`src/rtl/sdr_pkg.sv`:
```
package sdr_pkg;
    localparam int CHAR_W   = 9;
    localparam int ST_PE    = 0;
    localparam int ST_RXNE  = 1;
    localparam int ST_TXE   = 2;

    function automatic logic calc_parity(input logic [CHAR_W-1:0] v,
                                         input logic nine,
                                         input logic odd);
        logic p;
        p = ^v[CHAR_W-3:0];
        if (nine) p = p ^ v[CHAR_W-2];
        return p ^ odd;
    endfunction
endpackage

```
`src/rtl/sdr_tx_hold.sv`:
```
module sdr_tx_hold
    import sdr_pkg::*;
(
    input  logic              clk,
    input  logic              rst_n,
    input  logic              wr,
    input  logic [CHAR_W-1:0] wdata,
    input  logic              nine,
    input  logic              par_en,
    input  logic              par_odd,
    input  logic              take,
    output logic [CHAR_W-1:0] tx_char,
    output logic              tx_empty
);
    typedef struct packed {
        logic [CHAR_W-1:0] thr;
        logic              txe;
    } tx_state_t;

    tx_state_t st_d, st_q;

    always_comb begin
        logic [CHAR_W-1:0] shaped;
        logic              p;
        st_d   = st_q;
        shaped = wdata;
        p      = calc_parity(wdata, nine, par_odd);
        if (!nine) shaped[CHAR_W-1] = 1'b0;
        if (par_en) begin
            if (nine) shaped[CHAR_W-1] = p;
            else      shaped[CHAR_W-2] = p;
        end
        if (take) st_d.txe = 1'b1;
        if (wr) begin
            st_d.txe = 1'b0;
            st_d.thr = shaped;
        end
    end

    always_ff @(posedge clk or negedge rst_n) begin
        if (!rst_n) begin
            st_q.thr <= '0;
            st_q.txe <= 1'b1;
        end else begin
            st_q <= st_d;
        end
    end

    assign tx_char  = st_q.thr;
    assign tx_empty = st_q.txe;

    p_txe_fall_needs_write_r2: assert property (@(posedge clk) disable iff (!rst_n)
        $fell(tx_empty) |-> $past(wr));
    p_write_beats_take_r2: assert property (@(posedge clk) disable iff (!rst_n)
        wr |=> !tx_empty);
endmodule

```
`src/rtl/sdr_rx_hold.sv`:
```
module sdr_rx_hold
    import sdr_pkg::*;
(
    input  logic              clk,
    input  logic              rst_n,
    input  logic              load,
    input  logic [CHAR_W-1:0] frame,
    input  logic              nine,
    input  logic              par_en,
    input  logic              par_odd,
    input  logic              stat_rd,
    input  logic              data_rd,
    input  logic              data_wr,
    output logic [CHAR_W-1:0] rdr,
    output logic              rxne,
    output logic              pe
);
    typedef struct packed {
        logic [CHAR_W-1:0] rdr;
        logic              rxne;
        logic              pe;
        logic              arm;
    } rx_state_t;

    rx_state_t st_d, st_q;

    always_comb begin
        logic [CHAR_W-1:0] kept;
        logic              top;
        logic              bad;
        st_d = st_q;
        kept = frame;
        if (!nine) kept[CHAR_W-1] = 1'b0;
        top  = nine ? frame[CHAR_W-1] : frame[CHAR_W-2];
        bad  = par_en && (top != calc_parity(frame, nine, par_odd));
        if (data_rd) begin
            st_d.rxne = 1'b0;
            if (st_q.arm) st_d.pe = 1'b0;
            st_d.arm = 1'b0;
        end
        if (data_wr) st_d.arm = 1'b0;
        if (stat_rd) st_d.arm = 1'b1;
        if (load) begin
            st_d.rdr  = kept;
            st_d.rxne = 1'b1;
            if (bad) begin
                st_d.pe  = 1'b1;
                st_d.arm = 1'b0;
            end
        end
    end

    always_ff @(posedge clk or negedge rst_n) begin
        if (!rst_n) st_q <= '0;
        else        st_q <= st_d;
    end

    assign rdr  = st_q.rdr;
    assign rxne = st_q.rxne;
    assign pe   = st_q.pe;

    p_pe_rise_on_load_r6: assert property (@(posedge clk) disable iff (!rst_n)
        $rose(pe) |-> ($past(load) && $past(par_en)));
    p_pe_fall_on_data_read_r8: assert property (@(posedge clk) disable iff (!rst_n)
        $fell(pe) |-> $past(data_rd));
    p_rxne_fall_on_read_r5: assert property (@(posedge clk) disable iff (!rst_n)
        $fell(rxne) |-> $past(data_rd));
    p_load_sets_rxne_r5: assert property (@(posedge clk) disable iff (!rst_n)
        load |=> rxne);
    p_pe_sets_with_rxne_r6: assert property (@(posedge clk) disable iff (!rst_n)
        $rose(pe) |-> rxne);
endmodule

```
`src/rtl/serial_data_port.sv`:
```
module serial_data_port
    import sdr_pkg::*;
#(
    parameter int BUS_W = 32
) (
    input  logic              clk,
    input  logic              rst_n,
    input  logic              bus_rd,
    input  logic              bus_wr,
    input  logic              bus_addr,
    input  logic [BUS_W-1:0]  bus_wdata,
    output logic [BUS_W-1:0]  bus_rdata,
    input  logic              cfg_nine_bit,
    input  logic              cfg_parity_en,
    input  logic              cfg_parity_odd,
    input  logic              cfg_pe_irq_en,
    input  logic              tx_take,
    output logic [CHAR_W-1:0] tx_char,
    output logic              tx_empty,
    input  logic              rx_load,
    input  logic [CHAR_W-1:0] rx_frame,
    output logic              rx_not_empty,
    output logic              parity_err,
    output logic              irq
);
    logic              stat_rd, data_rd, data_wr;
    logic [CHAR_W-1:0] rdr;
    logic              unused_wdata_hi;

    assign stat_rd = bus_rd && !bus_addr;
    assign data_rd = bus_rd &&  bus_addr;
    assign data_wr = bus_wr &&  bus_addr;
    assign unused_wdata_hi = ^bus_wdata[BUS_W-1:CHAR_W];

    sdr_tx_hold u_tx (
        .clk(clk), .rst_n(rst_n), .wr(data_wr), .wdata(bus_wdata[CHAR_W-1:0]),
        .nine(cfg_nine_bit), .par_en(cfg_parity_en), .par_odd(cfg_parity_odd),
        .take(tx_take), .tx_char(tx_char), .tx_empty(tx_empty)
    );

    sdr_rx_hold u_rx (
        .clk(clk), .rst_n(rst_n), .load(rx_load), .frame(rx_frame),
        .nine(cfg_nine_bit), .par_en(cfg_parity_en), .par_odd(cfg_parity_odd),
        .stat_rd(stat_rd), .data_rd(data_rd), .data_wr(data_wr),
        .rdr(rdr), .rxne(rx_not_empty), .pe(parity_err)
    );

    always_comb begin
        bus_rdata = '0;
        if (data_rd) begin
            bus_rdata[CHAR_W-1:0] = rdr;
        end else if (stat_rd) begin
            bus_rdata[ST_PE]   = parity_err;
            bus_rdata[ST_RXNE] = rx_not_empty;
            bus_rdata[ST_TXE]  = tx_empty;
        end
    end

    assign irq = parity_err && cfg_pe_irq_en;

    p_irq_follows_flag_r10: assert property (@(posedge clk) disable iff (!rst_n)
        $rose(irq) |-> (parity_err && cfg_pe_irq_en));
    p_data_hi_zero_r4: assert property (@(posedge clk) disable iff (!rst_n)
        data_rd |-> (bus_rdata[BUS_W-1:CHAR_W] == '0));
endmodule

```
`config.mk`:
```
export PLATFORM = sky130hd
export DESIGN_NAME = serial_data_port
export DESIGN_NICKNAME = d
export VERILOG_FILES = /design/src/rtl/sdr_pkg.sv /design/src/rtl/sdr_tx_hold.sv /design/src/rtl/sdr_rx_hold.sv /design/src/rtl/serial_data_port.sv
export SDC_FILE = /design/constraint.sdc
export NUM_CORES = 1
export LEC_CHECK = 0
export ABC_AREA = 1
export BUFFER_PORTS_ARGS = -buffer_cell sky130_fd_sc_hd__buf_4
export CELL_PAD_IN_SITES_DETAIL_PLACEMENT = 1
export CELL_PAD_IN_SITES_GLOBAL_PLACEMENT = 1
export CORE_ASPECT_RATIO = 0.5
export CORE_UTILIZATION = 27
export DETAILED_ROUTE_END_ITERATION = 10
export PLACE_DENSITY_LB_ADDON = 0.08
export SETUP_SLACK_MARGIN = 0.4
export SLEW_MARGIN = 20
export SYNTH_ARGS = -nofsm -noshare
export SYNTH_HDL_FRONTEND = slang
export SYNTH_SLANG_ARGS = --single-unit
```
`constraint.sdc`:
```
create_clock -name clk -period 1.05 [get_ports clk]
set_clock_uncertainty 0.2 [all_clocks]
set_input_delay 0.0525 -clock clk [delete_from_list [all_inputs] [get_ports clk]]
set_output_delay 0.0525 -clock clk [all_outputs]
set_load 0.05 [all_outputs]
```
==> results of run 1 <==
## cell type report
| type | instances | area share [%] |
|---|---|---|
| repair buffers | 84 | 31.8 |
| multi-input cells | 146 | 35.8 |
| inverters | 33 | 5.77 |
| well taps | 70 | 3.34 |
| clock buffers | 4 | 1.72 |
| flip-flops and latches | 22 | 21.6 |
## cell usage in the layout, fill, tap and decap left out
master,synthesis,final
sky130_fd_sc_hd__inv_16,0,1
sky130_fd_sc_hd__dfrtp_2,0,11
sky130_fd_sc_hd__xnor2_4,0,1
sky130_fd_sc_hd__nor2_4,0,8
sky130_fd_sc_hd__nand4_1,1,1
sky130_fd_sc_hd__buf_4,23,42
sky130_fd_sc_hd__o21ai_2,0,10
sky130_fd_sc_hd__o31ai_2,0,1
sky130_fd_sc_hd__o21ai_1,1,6
sky130_fd_sc_hd__buf_8,0,5
sky130_fd_sc_hd__nand3b_4,0,1
sky130_fd_sc_hd__nand2_2,2,17
sky130_fd_sc_hd__a21oi_2,1,2
sky130_fd_sc_hd__nor2_1,12,4
sky130_fd_sc_hd__conb_1,1,23
sky130_fd_sc_hd__nand2_1,67,46
sky130_fd_sc_hd__inv_2,2,18
sky130_fd_sc_hd__buf_12,0,3
sky130_fd_sc_hd__inv_4,0,3
sky130_fd_sc_hd__buf_6,1,34
sky130_fd_sc_hd__clkinvlp_4,0,1
sky130_fd_sc_hd__dfstp_2,1,1
sky130_fd_sc_hd__nand3_4,0,1
sky130_fd_sc_hd__inv_1,31,10
sky130_fd_sc_hd__nand2_4,1,7
sky130_fd_sc_hd__nand3_1,12,3
sky130_fd_sc_hd__dfrtp_1,21,10
sky130_fd_sc_hd__clkbuf_8,0,3
sky130_fd_sc_hd__xnor2_2,0,1
sky130_fd_sc_hd__clkbuf_1,3,1
sky130_fd_sc_hd__nand3_2,1,9
sky130_fd_sc_hd__nor3_1,1,1
sky130_fd_sc_hd__o21ai_4,0,2
sky130_fd_sc_hd__a21o_1,1,1
sky130_fd_sc_hd__a21oi_1,2,1
## path summary, 6_finish.rpt
path / endpoint / slack [ps] / start
setup / recovery: bus_rdata[2] / -340 / u_tx.tx_empty
hold / removal: u_tx.tx_char[4] / -530 / rst_n
setup reg to reg: u_tx.tx_empty / 10 / u_tx.tx_empty
hold reg to reg: u_tx.tx_char[0] / 300 / u_tx.tx_char[0]
max in group asynchronous: u_tx.tx_empty / 880 / rst_n
min in group clk: u_tx.tx_empty / -180 / tx_take
## what timing repair did
item                                   in CTS  in global routing
endpoints found under the hold margin      44                 41
resized for setup                          76                 23
setup endpoints to repair                  44                 44
buffers inserted                            9                  4
pin swaps                                  21                  7
## per-layer routing
metal | track usage (%) | up-vias
met5 | 0 | -
met4 | 3.29 | 0
met3 | 2.46 | 4
met2 | 28.9 | 43
met1 | 17.4 | 675
li1 | - | 751
## synth_stat cells
library cell / instances
sky130_fd_sc_hd__nand2_1: 67
sky130_fd_sc_hd__nand2_2: 2
sky130_fd_sc_hd__dfrtp_1: 21
sky130_fd_sc_hd__buf_4: 23
sky130_fd_sc_hd__conb_1: 1
sky130_fd_sc_hd__nand3_1: 12
sky130_fd_sc_hd__a21oi_2: 1
sky130_fd_sc_hd__inv_1: 31
sky130_fd_sc_hd__nor3_1: 1
sky130_fd_sc_hd__o21ai_1: 1
sky130_fd_sc_hd__nand3b_2: 1
sky130_fd_sc_hd__inv_2: 2
sky130_fd_sc_hd__nand3_2: 1
sky130_fd_sc_hd__nand4_1: 1
sky130_fd_sc_hd__a21oi_1: 2
sky130_fd_sc_hd__buf_6: 1
sky130_fd_sc_hd__a21o_1: 1
sky130_fd_sc_hd__o21ai_0: 17
sky130_fd_sc_hd__nand2_4: 1
sky130_fd_sc_hd__xnor2_1: 2
sky130_fd_sc_hd__clkbuf_1: 3
sky130_fd_sc_hd__nor2_1: 12
sky130_fd_sc_hd__o31ai_1: 1
sky130_fd_sc_hd__dfstp_2: 1
## power by group
| part | internal [mW] | switching, mW |
|---|---|---|
| Combinational | 0.622 | 0.967 |
| Sequential | 0.957 | 0.0768 |
| Clock | 0.270 | 0.262 |
## flip-flops by register name (all words and copies together), names as in the netlist
register / cells
u_rx.pe: 1
u_rx.st_q: 1
u_rx.rxne: 1
u_tx.tx_char: 9
u_rx.rdr: 9
u_tx.tx_empty: 1
## worst max-delay path, stage by stage, from the launching register on
cell and delay (ps):
sky130_fd_sc_hd__dfstp_2 540, sky130_fd_sc_hd__nand3_2 90, sky130_fd_sc_hd__o21ai_4 80, sky130_fd_sc_hd__buf_6 170
## cell families (layout without fill, tap and decap cells)
kind of cell / count (synthesis) / count (layout) / synth area share, %
other: 1 / 23 / 0.262
flip-flops: 22 / 22 / 38.6
buffers and inverters: 60 / 121 / 22.3
XOR/XNOR: 2 / 2 / 1.23
AND/OR/NAND/NOR: 98 / 98 / 28.9
AO/OA/AOI/OAI: 23 / 23 / 8.67
## stage by stage
stage	area (um^2)	setup TNS, ps	utilization, %
2_1_floorplan	1690	-390	-
3_3_place_gp	2120	-685	42.4
3_5_place_dp	2120	-900	42.4
4_1_cts	2510	-2670	50.2
5_1_grt	2620	-3340	52.5
6_report	2620	-2460	52.5
==> reports/summary.txt, run 1 <==
fraction of layout cells with a size suffix above 1 - 63.0%
biggest area consumer among synthesized cells - sky130_fd_sc_hd__dfrtp_1
leakage power - 1.36 nW
Antenna diodes - 0
total track usage - 14.8%
fill cell instance count of the final layout - 618
Setup crit end kind - output port
WP data arrival - 1140 ps
amount of wire on met2 after detailed routing - 2030 um
area fraction of the dominant cell type after synthesis - 36.8%
final critical-path setup slack - -342 ps
final-report setup violation count - 22
maximum number of pins on one net before global-route repair - 23
CTS clk-pin slew, worst paths - 80 ps
Post-Place Setup Slack - -239 ps
count of state elements after synthesis - 22
remaining global-route overflow - 0
highest attainable clock frequency - 718 MHz
I/O pin count - 97
setup repair after global routing missed its margin - yes
highest layer used for signal routing - met4
Detail Route Antenna Nets - 0
peak ir drop on the vdd network - 0.540 mV
power after layout - 3.15 mW
max-slew violations - 0
area growth from synthesis to layout - 83.5%
Period minus WS final - 1390 ps
global-route wire length before repair - 6470 um
final weighted congestion of routability-driven global placement - 0.706
count of warnings emitted by yosys - 0
Storage cell area - 566 um^2
Worst Reg-to-Reg Cells - 3
Clk Latency, worst-skew pair - 260 ps
number of antenna violations at the first check in global routing - 0
total of max-cap violations - 0
die height - 53.4 um
Detailed Routing Iterations Pass 1 - 3
clock sink count - 22
endpoints failing hold - 42
Hold Slack - -531 ps
length of routed met3 wiring - 157 um
detailed-route wire length on metal 1 - 1750 um
# nets final - 342
remaining routing DRC violations - 0
average cell area after synthesis - 6.94 um^2
DIE AREA - 5600 um^2
count of unique library cells instantiated by Yosys - 24
CTS root buffer - sky130_fd_sc_hd__clkbuf_8
Routed Wire Length - 3990 um
vias per cell - 4.10
Num CTS Buffers - 3
area taken by multi-input logic gates - 940 um^2
area inside the core boundary - 5000 um^2
violated checks - hold timing, setup timing
post-route clock period utilization - 133%
number of standard cells after synthesis - 206
largest driver fanout on the critical path - 2
Cell Area, Synth - 1430 um^2
width of the die - 105 um
startpoint kind of the worst setup timing path - flop
detail-routed net length per standard cell - 11.1 um
Longest Clk Path Bufs - 2
number of cells in the finished layout apart from fillers - 359
initial standard-cell utilization of the core - 28.6%
Starting DRT DRC Count - 19
CTS H-tree lvls - 1
clock tree from TritonCTS - done
via count of the first global-routing pass - 1,414
proportion of synthesized chip area in sequential cells - 38.6%
cell types with the largest area share after synthesis - sky130_fd_sc_hd__dfrtp_1 37%, sky130_fd_sc_hd__nand2_1 18%, sky130_fd_sc_hd__buf_4 12%, sky130_fd_sc_hd__inv_1 8.1%, sky130_fd_sc_hd__o21ai_0 6.0%
count of vias placed by the detailed router - 1,473
instance count after placement with tap cells included - 342
number of port buffers - 50
Hold WC Path Type - in2async
run status - complete, but fails checks
number of placement rows - 18
dpl hpwl - 2970 um
Power per Cell Area - 1200 nW/um^2
Worst Path Class, Setup - reg2out
required time of the worst setup path - 800 ps
Note: power is estimated with default switching activity, not from simulation.
==> run 2: changes to the inputs <==
--- a/config.mk
+++ b/config.mk
@@ -7,7 +7,7 @@
 export LEC_CHECK = 0
 export ABC_AREA = 1
 export BUFFER_PORTS_ARGS = -buffer_cell sky130_fd_sc_hd__buf_4
-export CELL_PAD_IN_SITES_DETAIL_PLACEMENT = 1
+export CELL_PAD_IN_SITES_DETAIL_PLACEMENT = 0
 export CELL_PAD_IN_SITES_GLOBAL_PLACEMENT = 1
 export CORE_ASPECT_RATIO = 0.5
 export CORE_UTILIZATION = 27
==> constraint.sdc (replaced) <==
create_clock -name clk -period 1.05 [get_ports clk]
set_clock_uncertainty 0.2 [all_clocks]
set_input_delay 0.21 -clock clk [delete_from_list [all_inputs] [get_ports clk]]
set_output_delay 0.21 -clock clk [all_outputs]
set_load 0.05 [all_outputs]
==> reports/summary.txt, run 2 (synthesized netlist as in run 1, its figures left out) <==
instance area at placement - 2240 um^2 (was 2120 um^2)
CTS H-tree lvls - 1 (unchanged)
Antenna diodes - 0 (unchanged)
number of placement rows - 18 (unchanged)
post-route clock period utilization - 150% (was 133%)
total of max-cap violations - 0 (unchanged)
WP data arrival - 1160 ps (was 1140 ps)
violated checks - hold timing, setup timing (unchanged)
I/O pin count - 97 (unchanged)
maximum number of pins on one net before global-route repair - 23 (unchanged)
CTS root buffer - sky130_fd_sc_hd__clkbuf_8 (unchanged)
Worst Reg-to-Reg Cells - 4 (was 3)
peak ir drop on the vdd network - 0.594 mV (was 0.540 mV)
endpoints failing hold - 29 (was 42)
via count of the first global-routing pass - 1,422 (was 1,414)
Logic pwr share - 51.0% (was 50.4%)
Longest Clk Path Bufs - 2 (unchanged)
number of port buffers - 50 (unchanged)
remaining routing DRC violations - 0 (unchanged)
area of all placed cells without fillers - 2900 um^2 (was 2620 um^2)
CTS clk-pin slew, worst paths - 80 ps (about the same)
DIE AREA - 5600 um^2 (unchanged)
Hold Slack - -373 ps (was -531 ps)
Storage cell area - 566 um^2 (unchanged)
Detail Route Antenna Nets - 0 (unchanged)
final weighted congestion of routability-driven global placement - 0.760 (was 0.706)
width of the die - 105 um (unchanged)
final-report setup violation count - 27 (was 22)
Clk Latency, worst-skew pair - 260 ps (about the same)
setup repair after global routing missed its margin - yes (unchanged)
source of the worst register-to-register timing path - u_tx.tx_empty (unchanged)
Detailed Routing Iterations Pass 1 - 4 (was 3)
# nets final - 359 (was 342)
Num CTS Buffers - 3 (unchanged)
area inside the core boundary - 5000 um^2 (unchanged)
reg-to-reg setup timing slack - -60 ps (was 10 ps)
Routed Wire Length - 3880 um (was 3990 um)
number of antenna violations at the first check in global routing - 0 (unchanged)
initial standard-cell utilization of the core - 28.6% (unchanged)
most frequent cells in the layout - 43 x sky130_fd_sc_hd__buf_4, 42 x sky130_fd_sc_hd__buf_6, 35 x sky130_fd_sc_hd__nand2_1 (was 46 x sky130_fd_sc_hd__nand2_1, 42 x sky130_fd_sc_hd__buf_4, 34 x sky130_fd_sc_hd__buf_6)
fraction of layout cells with a size suffix above 1 - 69.0% (was 63.0%)
startpoint kind of the worst setup timing path - flop (unchanged)
Setup crit end kind - output port (unchanged)
Post-Place Setup Slack - -377 ps (was -239 ps)
RR Endpoint - u_tx.tx_empty (unchanged)
Net Sw Power - 1.36 mW (was 1.31 mW)
die height - 53.4 um (unchanged)
power after layout - 3.37 mW (was 3.15 mW)
largest driver fanout on the critical path - 2 (unchanged)
fill cell instance count of the final layout - 481 (was 618)
clock tree from TritonCTS - done (unchanged)
proportion of power drawn by flip-flops and latches - 30.6% (was 32.8%)
count of vias placed by the detailed router - 1,535 (was 1,473)
leakage power - 1.49 nW (was 1.36 nW)
total track usage - 14.1% (was 14.8%)
Sw Share - 40.4% (was 41.4%)
Period minus WS final - 1570 ps (was 1390 ps)
final critical-path setup slack - -525 ps (was -342 ps)
global-route wire length before repair - 6160 um (was 6470 um)
Power per Cell Area - 1160 nW/um^2 (was 1200 nW/um^2)
dpl hpwl - 2700 um (was 2970 um)
highest attainable clock frequency - 635 MHz (was 718 MHz)
max-slew violations - 0 (unchanged)
area growth from synthesis to layout - 103% (was 83.5%)
clock sink count - 22 (unchanged)
Hold WC Path Type - in2async (unchanged)
slowest cell on the critical path - sky130_fd_sc_hd__dfstp_2 (unchanged)
internal power contribution - 2.01 mW (was 1.85 mW)
remaining global-route overflow - 0 (unchanged)
Worst Path Class, Setup - reg2out (unchanged)
Critical Path, Cell by Cell - nand3_2 -> o21ai_4 -> buf_6 (unchanged)
required time of the worst setup path - 640 ps (was 800 ps)
most common cell after layout, fill and taps aside - sky130_fd_sc_hd__buf_4 (was sky130_fd_sc_hd__nand2_1)
run status - complete, but fails checks (unchanged)
Starting DRT DRC Count - 28 (was 19)
delay contributed by the slowest stage of the critical path - 550 ps (was 540 ps)
detail-routed net length per standard cell - 10.3 um (was 11.1 um)
vias per cell - 4.08 (was 4.10)
clock network power share - 18.4% (was 16.9%)
area taken by multi-input logic gates - 978 um^2 (was 940 um^2)
[run 2: cell types whose count changed in the layout (fill, tap and decap cells not counted), moves of 2 or more]
| cell | before | now |
|---|---|---|
| sky130_fd_sc_hd__inv_6 | 0 | 2 |
| sky130_fd_sc_hd__nand2_1 | 46 | 35 |
| sky130_fd_sc_hd__buf_6 | 34 | 42 |
| sky130_fd_sc_hd__buf_8 | 5 | 12 |
| sky130_fd_sc_hd__nand2_2 | 17 | 26 |
[run 2: timing repair]
item | 4_1_cts | 5_1_grt
setup buffers | 10 | 7
gates resized for setup | 80 | 55
endpoints found under the setup margin | 44 | 44
hold endpoints to repair | 29 | 29
pin swaps | 25 | 24
[run 2: power groups by stage]
stage | clock network (mW) | registers, mW | logic [mW]
after floorplan | 0 | 1.25 | 0.737
after global placement | 0 | 1.03 | 1.33
after detailed placement | 0 | 1.03 | 1.33
after CTS | 0.651 | 1.02 | 1.59
after global routing | 0.686 | 1.04 | 1.83
final | 0.620 | 1.03 | 1.72
[run 2: cell type report]
type	instances	area share, %
clock buffer	4	1.90
inverter	33	5.56
multi-input combinational	146	33.7
sequential	22	19.5
tap	70	3.02
timing repair buffer	101	36.4
[run 2: worst max-delay path by stage]
stage / start / end / slack (ps) / cells past startpoint
final: u_tx.tx_empty / bus_rdata[2] / -520 / 3
after detailed placement: cfg_parity_odd / u_tx.tx_char[8] / -380 / 12
after floorplan: u_tx.tx_empty / bus_rdata[2] / -340 / 2
after global placement: cfg_parity_odd / u_tx.tx_char[8] / -320 / 12
after CTS: u_tx.tx_empty / bus_rdata[2] / -530 / 3
after global routing: u_tx.tx_empty / bus_rdata[2] / -560 / 3
[run 2: worst max-delay path: cells and delay by family, from the launching register on]
family                 cells  cell delay [ps]
buffers and inverters      1              170
and+or+nand+nor            1              100
DFF                        1              550
AOI/OAI and AO/OA          1               80
[run 2: layer usage]
| metal | vias to the layer above | track usage (%) | part of all wire (%) |
|---|---|---|---|
| li1 | 785 | - | - |
| met1 | 700 | 17.0 | 45 |
| met2 | 48 | 25.4 | 50 |
| met3 | 2 | 3.45 | 4.8 |
| met4 | 0 | 4.23 | 0.70 |
| met5 | - | 0 | 0 |
[run 2: stage by stage]
| step | utilization [%] | hold slack (ps) | instances | TNS, ps |
|---|---|---|---|---|
| after floorplan | - | -286 | 228 | -1640 |
| after global placement | 44.9 | -72.0 | 355 | -4540 |
| after detailed placement | 44.9 | -68.9 | 355 | -4660 |
| after CTS | 53.5 | -364 | 369 | -6530 |
| after global routing | 58.1 | -365 | 376 | -7790 |
| final | 58.1 | -373 | 376 | -6450 |
==> run 3: changes to the inputs <==
--- a/config.mk
+++ b/config.mk
@@ -10,7 +10,8 @@
 export CELL_PAD_IN_SITES_DETAIL_PLACEMENT = 0
 export CELL_PAD_IN_SITES_GLOBAL_PLACEMENT = 1
 export CORE_ASPECT_RATIO = 0.5
-export CORE_UTILIZATION = 27
+export CORE_UTILIZATION = 28
+export CTS_BUF_LIST = sky130_fd_sc_hd__clkbuf_4 sky130_fd_sc_hd__clkbuf_8
 export DETAILED_ROUTE_END_ITERATION = 10
 export PLACE_DENSITY_LB_ADDON = 0.08
 export SETUP_SLACK_MARGIN = 0.4
==> reports/summary.txt, run 3 (synthesized netlist as in run 1, its figures left out) <==
highest attainable clock frequency - 635 MHz (about the same)
global-route wire length before repair - 5950 um (was 6160 um)
Worst Path Class, Setup - reg2out (unchanged)
run status - complete, but fails checks (unchanged)
fill cell instance count of the final layout - 420 (was 481)
Antenna diodes - 0 (unchanged)
Hold WC Path Type - in2async (unchanged)
leakage power - 1.45 nW (was 1.49 nW)
# nets final - 350 (was 359)
final weighted congestion of routability-driven global placement - 0.735 (was 0.760)
via count of the first global-routing pass - 1,354 (was 1,422)
vias per cell - 4.11 (was 4.08)
number of antenna violations at the first check in global routing - 0 (unchanged)
remaining routing DRC violations - 0 (unchanged)
dpl hpwl - 2670 um (was 2700 um)
Setup crit end kind - output port (unchanged)
fraction of layout cells with a size suffix above 1 - 68.4% (was 69.0%)
total track usage - 14.7% (was 14.1%)
start point of the critical path - u_tx.tx_empty (unchanged)
Critical Path, Cell by Cell - nand3_2 -> o21ai_4 -> buf_6 (unchanged)
max-slew violations - 0 (unchanged)
most frequent cells in the layout - 41 x sky130_fd_sc_hd__buf_6, 36 x sky130_fd_sc_hd__buf_4, 34 x sky130_fd_sc_hd__nand2_1 (was 43 x sky130_fd_sc_hd__buf_4, 42 x sky130_fd_sc_hd__buf_6, 35 x sky130_fd_sc_hd__nand2_1)
width of the die - 103 um (was 105 um)
initial standard-cell utilization of the core - 30.8% (was 28.6%)
clock sink count - 22 (unchanged)
final critical-path setup slack - -524 ps (was -525 ps)
Longest Clk Path Bufs - 2 (unchanged)
startpoint kind of the worst setup timing path - flop (unchanged)
WP data arrival - 1160 ps (about the same)
maximum number of pins on one net before global-route repair - 23 (unchanged)
Detail Route Antenna Nets - 0 (unchanged)
required time of the worst setup path - 640 ps (about the same)
Detailed Routing Iterations Pass 1 - 4 (unchanged)
Period minus WS final - 1570 ps (about the same)
area growth from synthesis to layout - 98.9% (was 103%)
CTS H-tree lvls - 1 (unchanged)
clock network power share - 23.1% (was 18.4%)
area inside the core boundary - 4640 um^2 (was 5000 um^2)
CTS root buffer - sky130_fd_sc_hd__clkbuf_8 (unchanged)
final core occ - 61.3% (was 58.1%)
endpoints failing hold - 30 (was 29)
most common cell after layout, fill and taps aside - sky130_fd_sc_hd__buf_6 (was sky130_fd_sc_hd__buf_4)
proportion of power drawn by flip-flops and latches - 29.8% (was 30.6%)
Routed Wire Length - 3760 um (was 3880 um)
I/O pin count - 97 (unchanged)
Sw Share - 38.9% (was 40.4%)
Num CTS Buffers - 3 (unchanged)
peak ir drop on the vdd network - 0.509 mV (was 0.594 mV)
post-route clock period utilization - 150% (about the same)
internal power contribution - 2.13 mW (was 2.01 mW)
CTS clk-pin slew, worst paths - 90 ps (was 80 ps)
Logic pwr share - 47.2% (was 51.0%)
die height - 52.5 um (was 53.4 um)
slowest cell on the critical path - sky130_fd_sc_hd__dfstp_2 (unchanged)
detail-routed net length per standard cell - 10.4 um (was 10.3 um)
delay contributed by the slowest stage of the critical path - 560 ps (was 550 ps)
Power per Cell Area - 1230 nW/um^2 (was 1160 nW/um^2)
final total negative setup slack - -6690 ps (was -6450 ps)
Hold Slack - -376 ps (was -373 ps)
Clk Latency, worst-skew pair - 270 ps (was 260 ps)
source of the worst register-to-register timing path - u_rx.rxne (was u_tx.tx_empty)
clock tree from TritonCTS - done (unchanged)
number of port buffers - 50 (unchanged)
total of max-cap violations - 0 (unchanged)
count of vias placed by the detailed router - 1,493 (was 1,535)
Starting DRT DRC Count - 18 (was 28)
remaining global-route overflow - 0 (unchanged)
number of placement rows - 17 (was 18)
violated checks - hold timing, setup timing (unchanged)
final-report setup violation count - 34 (was 27)
setup repair after global routing missed its margin - yes (unchanged)
largest driver fanout on the critical path - 2 (unchanged)
DIE AREA - 5410 um^2 (was 5600 um^2)
Net Sw Power - 1.35 mW (was 1.36 mW)
## run 3: cell count changes in the layout (fill, tap and decap cells not counted), sizes merged
cell | before | now
bufinv | 0 | 1
clkbuf | 4 | 3
buf | 101 | 92
## run 3: worst paths after layout
path	to	slack (ps)	cells after the start
max in group asynchronous	u_tx.tx_empty	740	1
min	u_rx.rdr[8]	-380	1
max	bus_rdata[2]	-520	3
min in group clk	u_rx.rdr[4]	-50	3
min reg2reg	u_tx.tx_char[4]	310	2
max reg2reg	u_rx.rxne	-140	4
## run 3: layout make-up
class | instances | area, um^2 | share of cell area (%)
multi-input combinational | 146 | 996 | 35.1
timing repair buffer | 92 | 972 | 34.2
sequential | 22 | 566 | 19.9
inverter | 33 | 154 | 5.42
tap | 66 | 82.6 | 2.91
clock buffer | 3 | 41.3 | 1.45
clock inverter | 1 | 30.0 | 1.06
## run 3: power groups by stage
stage | logic [mW] | registers [mW] | clock network [mW]
floorplan | 0.737 | 1.25 | 0
global placement | 1.31 | 1.03 | 0
detailed placement | 1.32 | 1.03 | 0
CTS | 1.55 | 1.03 | 0.832
global route | 1.75 | 1.05 | 0.860
finish | 1.64 | 1.04 | 0.803
## run 3: what timing repair did
action,CTS,global route
setup buffers,8,4
setup endpoints to repair,44,44
resized for setup,89,44
endpoints found under the hold margin,30,30
gates cloned,0,0
pin swaps,29,24
## run 3: routing by layer
| layer | routed length (um) | global-route usage (%) | vias to the layer above |
|---|---|---|---|
| met2 | 1840 | 27.0 | 49 |
| met1 | 1730 | 17.3 | 672 |
| met4 | 27 | 4.23 | 0 |
| met5 | 0 | 0 | - |
| li1 | - | - | 770 |
| met3 | 170 | 3.33 | 2 |
## run 3: through the flow
step | setup slack [ps] | total power, mW | instances | instance area [um^2]
after global routing | -572 | 3.65 | 363 | 2840
final | -524 | 3.48 | 363 | 2840
after CTS | -535 | 3.41 | 359 | 2670
after detailed placement | -354 | 2.35 | 347 | 2210
after floorplan | -337 | 1.98 | 228 | 1750
after global placement | -319 | 2.34 | 347 | 2210
## run 3: worst max-delay path: cells and delay by family (launching register included)
family / cells / cell delay [ps]
AO/OA/AOI/OAI: 1 / 70
buffers and inverters: 1 / 170
flip-flops: 1 / 560
AND/OR/NAND/NOR: 1 / 100
